$ cat src/rtl/cfg_port_pkg.sv
package cfg_port_pkg;
  typedef struct packed {
    logic serShift;   // rising shift clock inside a word
    logic serBit;     // synchronised serial data bit
    logic serClear;   // start of a serial word
    logic serCommit;  // end of a serial word
    logic parAddr;    // parallel address cycle completed
    logic parWrite;   // parallel data write completed
    logic readEn;     // parallel readback requested
  } cfgStrobes_t;
endpackage

$ cat src/rtl/cfg_port_ctrl.sv
module cfg_port_ctrl
  import cfg_port_pkg::*;
#(
  parameter int SYNC_STAGES = 2
) (
  input  logic        clk,
  input  logic        rstN,
  input  logic        parMode,
  input  logic        pinA,
  input  logic        pinB,
  input  logic        pinC,
  output cfgStrobes_t strobes
);
  // Idle level of the pins: enable/strobe high, others low.
  localparam logic [2:0] PIN_IDLE = 3'b100;

  logic [SYNC_STAGES-1:0][2:0] syncPipe;
  logic [2:0] syncPins;
  logic prevB, prevC;

  always_ff @(posedge clk or negedge rstN) begin
    if (!rstN) begin
      syncPipe <= {SYNC_STAGES{PIN_IDLE}};
      prevB    <= 1'b0;
      prevC    <= 1'b1;
    end else begin
      syncPipe <= {syncPipe[SYNC_STAGES-2:0], {pinC, pinB, pinA}};
      prevB    <= syncPins[1];
      prevC    <= syncPins[2];
    end
  end

  assign syncPins = syncPipe[SYNC_STAGES-1];

  logic riseB, riseC, fallC;
  assign riseB = syncPins[1] & ~prevB;
  assign riseC = syncPins[2] & ~prevC;
  assign fallC = ~syncPins[2] & prevC;

  always_comb begin
    strobes.serShift  = ~parMode & ~syncPins[2] & riseB;
    strobes.serBit    = syncPins[0];
    strobes.serClear  = ~parMode & fallC;
    strobes.serCommit = ~parMode & riseC;
    strobes.parAddr   = parMode & riseC & ~syncPins[0];
    strobes.parWrite  = parMode & riseC & syncPins[0] & ~syncPins[1];
    strobes.readEn    = parMode & syncPins[1];
  end

  // the two access modes never fire strobes in the same cycle
  assert_single_strobe_R2: assert property (@(posedge clk) disable iff (!rstN)
    $onehot0({strobes.serShift, strobes.serCommit, strobes.parAddr, strobes.parWrite}));
endmodule

$ cat src/rtl/cfg_port_regs.sv
module cfg_port_regs
  import cfg_port_pkg::*;
#(
  parameter int NUM_CH     = 3,
  parameter int ADDR_W     = 8,
  parameter int DATA_W     = 8,
  parameter int GAIN_W     = 5,
  parameter int CTRL_ADDR  = 0,
  parameter int GAIN_BASE  = 1,
  parameter int OFFLO_BASE = 4,
  parameter int OFFHI_BASE = 7
) (
  input  logic              clk,
  input  logic              rstN,
  input  cfgStrobes_t       strobes,
  input  logic [DATA_W-1:0] cfgBus,
  output logic [DATA_W-1:0] sliceData
);
  localparam int SER_BITS = ADDR_W + DATA_W;
  localparam int CNT_W    = $clog2(SER_BITS + 2);
  localparam int SNAP_W   = DATA_W + NUM_CH * (GAIN_W + DATA_W + 1);

  logic [DATA_W-1:0]   ctrlReg;
  logic [GAIN_W-1:0]   gainReg [NUM_CH];
  logic [DATA_W-1:0]   offMag  [NUM_CH];
  logic                offSign [NUM_CH];
  logic [ADDR_W-1:0]   addrReg;
  logic [SER_BITS-1:0] shiftReg;
  logic [CNT_W-1:0]    bitCnt;

  logic              wrEn;
  logic [ADDR_W-1:0] wrAddr;
  logic [DATA_W-1:0] wrData;

  assign wrEn   = strobes.parWrite | (strobes.serCommit && bitCnt == CNT_W'(SER_BITS));
  assign wrAddr = strobes.parWrite ? addrReg : shiftReg[SER_BITS-1 -: ADDR_W];
  assign wrData = strobes.parWrite ? cfgBus  : shiftReg[DATA_W-1:0];

  // Serial shifter and bit counter (saturates one past a full word).
  always_ff @(posedge clk or negedge rstN) begin
    if (!rstN) begin
      shiftReg <= '0;
      bitCnt   <= '0;
    end else begin
      if (strobes.serShift) shiftReg <= {shiftReg[SER_BITS-2:0], strobes.serBit};
      if (strobes.serClear)
        bitCnt <= strobes.serShift ? CNT_W'(1) : '0;
      else if (strobes.serShift && bitCnt <= CNT_W'(SER_BITS))
        bitCnt <= bitCnt + 1'b1;
    end
  end

  always_ff @(posedge clk or negedge rstN) begin
    if (!rstN) begin
      addrReg <= '0;
      ctrlReg <= '0;
    end else begin
      if (strobes.parAddr) addrReg <= cfgBus;
      if (wrEn && wrAddr == ADDR_W'(CTRL_ADDR)) ctrlReg <= wrData;
    end
  end

  for (genvar ch = 0; ch < NUM_CH; ch++) begin : g_chan
    always_ff @(posedge clk or negedge rstN) begin
      if (!rstN) begin
        gainReg[ch] <= '0;
        offMag[ch]  <= '0;
        offSign[ch] <= 1'b0;
      end else if (wrEn) begin
        if (wrAddr == ADDR_W'(GAIN_BASE + ch))  gainReg[ch] <= wrData[GAIN_W-1:0];
        if (wrAddr == ADDR_W'(OFFLO_BASE + ch)) offMag[ch]  <= wrData;
        if (wrAddr == ADDR_W'(OFFHI_BASE + ch)) offSign[ch] <= wrData[0];
      end
    end
  end

  logic [DATA_W-1:0] readByte;
  always_comb begin
    readByte = '0;
    if (addrReg == ADDR_W'(CTRL_ADDR)) readByte = ctrlReg;
    for (int ch = 0; ch < NUM_CH; ch++) begin
      if (addrReg == ADDR_W'(GAIN_BASE + ch))  readByte = DATA_W'(gainReg[ch]);
      if (addrReg == ADDR_W'(OFFLO_BASE + ch)) readByte = offMag[ch];
      if (addrReg == ADDR_W'(OFFHI_BASE + ch)) readByte = DATA_W'(offSign[ch]);
    end
  end

  assign sliceData = strobes.readEn ? readByte : '0;

  logic [SNAP_W-1:0] regSnapshot;
  always_comb begin
    regSnapshot = SNAP_W'(ctrlReg);
    for (int ch = 0; ch < NUM_CH; ch++)
      regSnapshot = {regSnapshot[SNAP_W-GAIN_W-DATA_W-2:0], gainReg[ch], offMag[ch], offSign[ch]};
  end

  // a word of the wrong length leaves the register file untouched
  assert_short_word_R4: assert property (@(posedge clk) disable iff (!rstN)
    (strobes.serCommit && bitCnt != CNT_W'(SER_BITS)) |=> $stable(regSnapshot));
  // without a commit or a parallel write, no register moves
  assert_quiet_regs_R2: assert property (@(posedge clk) disable iff (!rstN)
    !(strobes.parWrite || strobes.serCommit) |=> $stable(regSnapshot));
  // an address cycle captures the bus byte
  assert_addr_latch_R5: assert property (@(posedge clk) disable iff (!rstN)
    strobes.parAddr |=> addrReg == $past(cfgBus));
endmodule

$ cat src/rtl/cfg_port_top.sv
module cfg_port_top
  import cfg_port_pkg::*;
#(
  parameter int NUM_CH      = 3,
  parameter int ADDR_W      = 8,
  parameter int DATA_W      = 8,
  parameter int GAIN_W      = 5,
  parameter int SYNC_STAGES = 2
) (
  input  logic              clk,
  input  logic              rstN,
  input  logic              parMode,
  input  logic              sharePinA,
  input  logic              sharePinB,
  input  logic              sharePinC,
  input  logic [DATA_W-1:0] cfgBus,
  output logic [DATA_W-1:0] sliceData,
  output logic              sliceOe
);
  cfgStrobes_t strobes;

  cfg_port_ctrl #(.SYNC_STAGES(SYNC_STAGES)) u_ctrl (
    .clk(clk), .rstN(rstN), .parMode(parMode),
    .pinA(sharePinA), .pinB(sharePinB), .pinC(sharePinC),
    .strobes(strobes)
  );

  cfg_port_regs #(
    .NUM_CH(NUM_CH), .ADDR_W(ADDR_W), .DATA_W(DATA_W), .GAIN_W(GAIN_W),
    .CTRL_ADDR(0), .GAIN_BASE(1), .OFFLO_BASE(1 + NUM_CH), .OFFHI_BASE(1 + 2 * NUM_CH)
  ) u_regs (
    .clk(clk), .rstN(rstN), .strobes(strobes), .cfgBus(cfgBus), .sliceData(sliceData)
  );

  assign sliceOe = strobes.readEn;

  // the slice is driven only in parallel mode
  assert_oe_mode_R7: assert property (@(posedge clk) disable iff (!rstN)
    sliceOe |-> parMode);
  // an undriven slice carries zero
  assert_idle_slice_R7: assert property (@(posedge clk) disable iff (!rstN)
    !sliceOe |-> sliceData == '0);
endmodule

$ cat config.mk
export PLATFORM = sky130hd
export DESIGN_NAME = cfg_port_top
export DESIGN_NICKNAME = d
export VERILOG_FILES = /design/src/rtl/cfg_port_pkg.sv /design/src/rtl/cfg_port_ctrl.sv /design/src/rtl/cfg_port_regs.sv /design/src/rtl/cfg_port_top.sv
export SDC_FILE = /design/constraint.sdc
export NUM_CORES = 1
export LEC_CHECK = 0
export CORE_MARGIN = 4
export CORE_UTILIZATION = 45
export CTS_BUF_LIST = sky130_fd_sc_hd__clkbuf_2
export DETAILED_ROUTE_END_ITERATION = 8
export GPL_ROUTABILITY_DRIVEN = 0
export PLACE_DENSITY = 0.71
export SLEW_MARGIN = 20
export SYNTH_ARGS = -nofsm -noshare
export SYNTH_HDL_FRONTEND = slang
export SYNTH_HIERARCHICAL = 1
export SYNTH_SLANG_ARGS = --single-unit
$ cat constraint.sdc
create_clock -name clk -period 2.2 [get_ports clk]
set_input_delay 0.44 -clock clk [delete_from_list [all_inputs] [get_ports clk]]
set_output_delay 0.44 -clock clk [all_outputs]
set_load 0.02 [all_outputs]
==> results by group <==
Status
  • Status: finished with violations
  • Failing checks: negative setup slack

Worst setup path
  • Arrival @ worst endpoint: 2.59 ns
  • Crit path launch type: register
  • Reg2Reg Capture Point: u_regs/offMag[16]
  • R2R setup slack: -0.26 ns
  • Crit Path Category: register to primary output
  • Reg2Reg Depth: 10
  • CP Max Fanout: 6
  • Crit. End Element: primary output
  • Worst Path Required: 1.76 ns
  • Worst r2r src: u_ctrl/prevC

Floorplanning
  • IO Pins: 23
  • Count of standard-cell rows: 36
  • Chip height: 108 microns
  • Core Area: approximately 0.0098 sq mm
  • Starting Density: ~46%
  • Total die area: roughly 0.012 sq mm
  • Die W: 108 microns

Timing
  • Tcrit/Tclk final: 138%
  • Final hold slack: ~0.24 ns
  • Final WS setup: -0.833 ns
  • Max_slew headroom: between 60% and 70%
  • Fin. Hold Viols: 0
  • Actual slew at the worst max-slew pin: approximately 0.6 ns
  • RSZ-0062 raised after global routing: yes
  • Minimum clock period: 3.03 ns
  • Worst-case clock skew: 0.0197 ns
  • Max-slew violation count: 0
  • F_max: approximately 330 MHz
  • # setup viols final: 58
  • Setup TNS: -16.13 ns

Synth
  • Top post-synthesis cells by area: dfrtp_1, mux2_2, dfstp_2
  • Yosys reg bits: 87
  • Number of synthesized flops with an enable pin: 0
  • Mapped Area: 0.00450 sq mm
  • Post-synthesis cell type count: 58
  • Cell taking the most area after synthesis: dfrtp_1
  • Post-synth top flop: dfrtp_1
  • Cells after Synth: 363
  • Avg Inst Size Synth: about 12 sq um
  • Synth top area share: 46.7%
  • Mapped Nets: 379
  • Warnings from Yosys: 6
  • Seq/Total Area, Yosys: between 40% and 50%
  • Cell with the most instances after synthesis: dfrtp_1
  • Async SR Flop Fraction: 100%
  • Most frequent cells after synthesis: dfrtp_1, mux2_2, nor2_1, nand3_1, nand3b_1

Drt
  • Pre-Repair DR Iteration Count: 5
  • DRT iter0 DRCs: 226
  • Remaining antenna violation count: 0
  • Via count: 3565
  • Vias per cell: about 5.9
  • Detailed Route WL: 12500 microns
  • Wire per inst: 20.9 microns
  • Post-route DRC: 0

GRT
  • Initial antenna violation count: 0
  • Vias in the first global route: 3642
  • Total global routing overflow: 0
  • GRT Resource Usage Total: 22.1%
  • First-pass GRT wire length: 19600 microns
  • Largest net degree at the start of global routing: 42

Finish
  • Nets: approximately 480
  • Area grow syn2layout: 40.5%
  • Fillers: 668
  • Share of cells above drive strength 1: between 50% and 60%
  • Design Area, Final: 0.00632 sq mm
  • Ant diodes: 0

Clock tree
  • Clk_lat worst skew: 0.59 ns
  • Cts bufs inserted: 9
  • CTS Buffer Depth: 2
  • Clk sinks: 87
  • Clock Tree Root: clkbuf_2
  • CTS clock-pin slew for the worst setup and hold paths: 0.24 ns
  • TritonCTS clock tree: yes
  • H-tree levels: 3

Placed design
  • Dpl ws: -0.764 ns
  • Port buffer count: 22
  • DP Area: around 0.0055 sq mm
  • Post-detail-place hpwl: between 7000 and 8000 microns

Min path
  • Min-delay src: sharePinC
  • Hold EP: u_ctrl/syncPipe[2]
  • Min-Delay Path Class: input pin to register
  • Hold Crit Depth: 1

Pwr
  • PD cells: 602 mW/mm^2
  • Maximum vdd ir drop: 0.568 mV
  • P_leak: 2.78 nW

Run
  • Max-Cap Viols: 0
## worst max-delay path: stages (launching register included)
cell      delay, ns
dfrtp_1        0.47
or4_4          0.60
or4_1          0.58
o311ai_2       0.12
a31oi_2        0.07
buf_2          0.18
## registers in the layout, summed over array words and instances, names as in the netlist
name             count
u_regs/offMag       24
u_regs/shiftReg     16
u_regs/gainReg      15
u_regs/addrReg       8
u_regs/ctrlReg       8
u_regs/bitCnt        5
u_ctrl/syncPins      3
u_ctrl/syncPipe      3
u_regs/offSign       3
u_ctrl/prevB         1
u_ctrl/prevC         1
## how the worst max path moves through the flow
stage	start	to	slack, ns	depth (start not counted)
final	u_regs/addrReg[4]	sliceData[0]	-0.83	5
after global routing	u_regs/addrReg[5]	sliceData[4]	-0.96	6
after CTS	u_regs/addrReg[5]	sliceData[3]	-0.87	6
after detailed placement	u_regs/addrReg[5]	sliceData[0]	-0.76	5
after global placement	u_regs/addrReg[5]	sliceData[6]	-0.73	6
after floorplan	u_regs/addrReg[5]	sliceData[2]	-0.13	6
## through the flow
stage,util [%],power (mW),std cells
floorplan,-,2.42,363
global placement,56.1,2.84,555
detailed placement,56.1,2.87,555
CTS,63.1,3.76,598
global route,64.6,3.97,600
finish,64.6,3.80,600
## routing by layer
metal | part of all wire [%] | wire length [microns] | track usage [%] | up-vias
met5 | 0 | 0 | 0 | -
met4 | 3.5 | 444 | 11.1 | 0
met3 | 5.3 | 665 | 3.94 | 33
met2 | 48 | 6040 | 35.3 | 152
met1 | 43 | 5370 | 28.9 | 1797
li1 | - | - | - | 1583
## cells in the final DEF (no fill, tap or decap), types with 6 or more instances in the layout
cell,instances
nand3b_1,10
mux2_2,34
o21ai_0,7
buf_6,24
clkbuf_2,10
dfrtp_1,84
buf_12,12
a21oi_1,6
nand3_1,9
mux2_4,50
nor2_1,13
nand2b_1,7
buf_4,54
clkdlybuf4s50_1,12
## where the power goes
group | internal [mW] | switching, mW | total [mW]
sequential | 1.72 | 0.100 | 1.82
combinational | 0.575 | 0.642 | 1.22
clock | 0.171 | 0.596 | 0.766
## kinds of logic (layout without fill, tap and decap cells)
| logic type | count (synthesis) | count (layout) | share of synthesized area (%) |
|---|---|---|---|
| compound gates | 67 | 67 | 12.4 |
| fa+ha+maj | 2 | 2 | 0.556 |
| mux | 88 | 89 | 21.9 |
| flops | 87 | 87 | 48.5 |
| buf+inv | 25 | 128 | 2.59 |
| xor+xnor | 2 | 2 | 0.390 |
| simple gates | 92 | 92 | 13.7 |
## layout make-up
cell class                 instances  area (sq um)  area share, %
multi-input combinational        252          2750           43.5
sequential                        87          2180           34.5
timing repair buffer             108          1110           17.5
tap                              133           166           2.63
clock inverter                     6          51.3          0.812
clock buffer                      10          50.0          0.792
inverter                           4          15.0          0.238
## what timing repair did
action,in CTS,in global routing
cloned,1,0
hold endpoints to repair,30,0
pin swaps,16,15
hold buffers,1,0
buffers inserted,25,7
resized for setup,116,30
endpoints found under the setup margin,59,67
(Power assumes the default switching activity.)
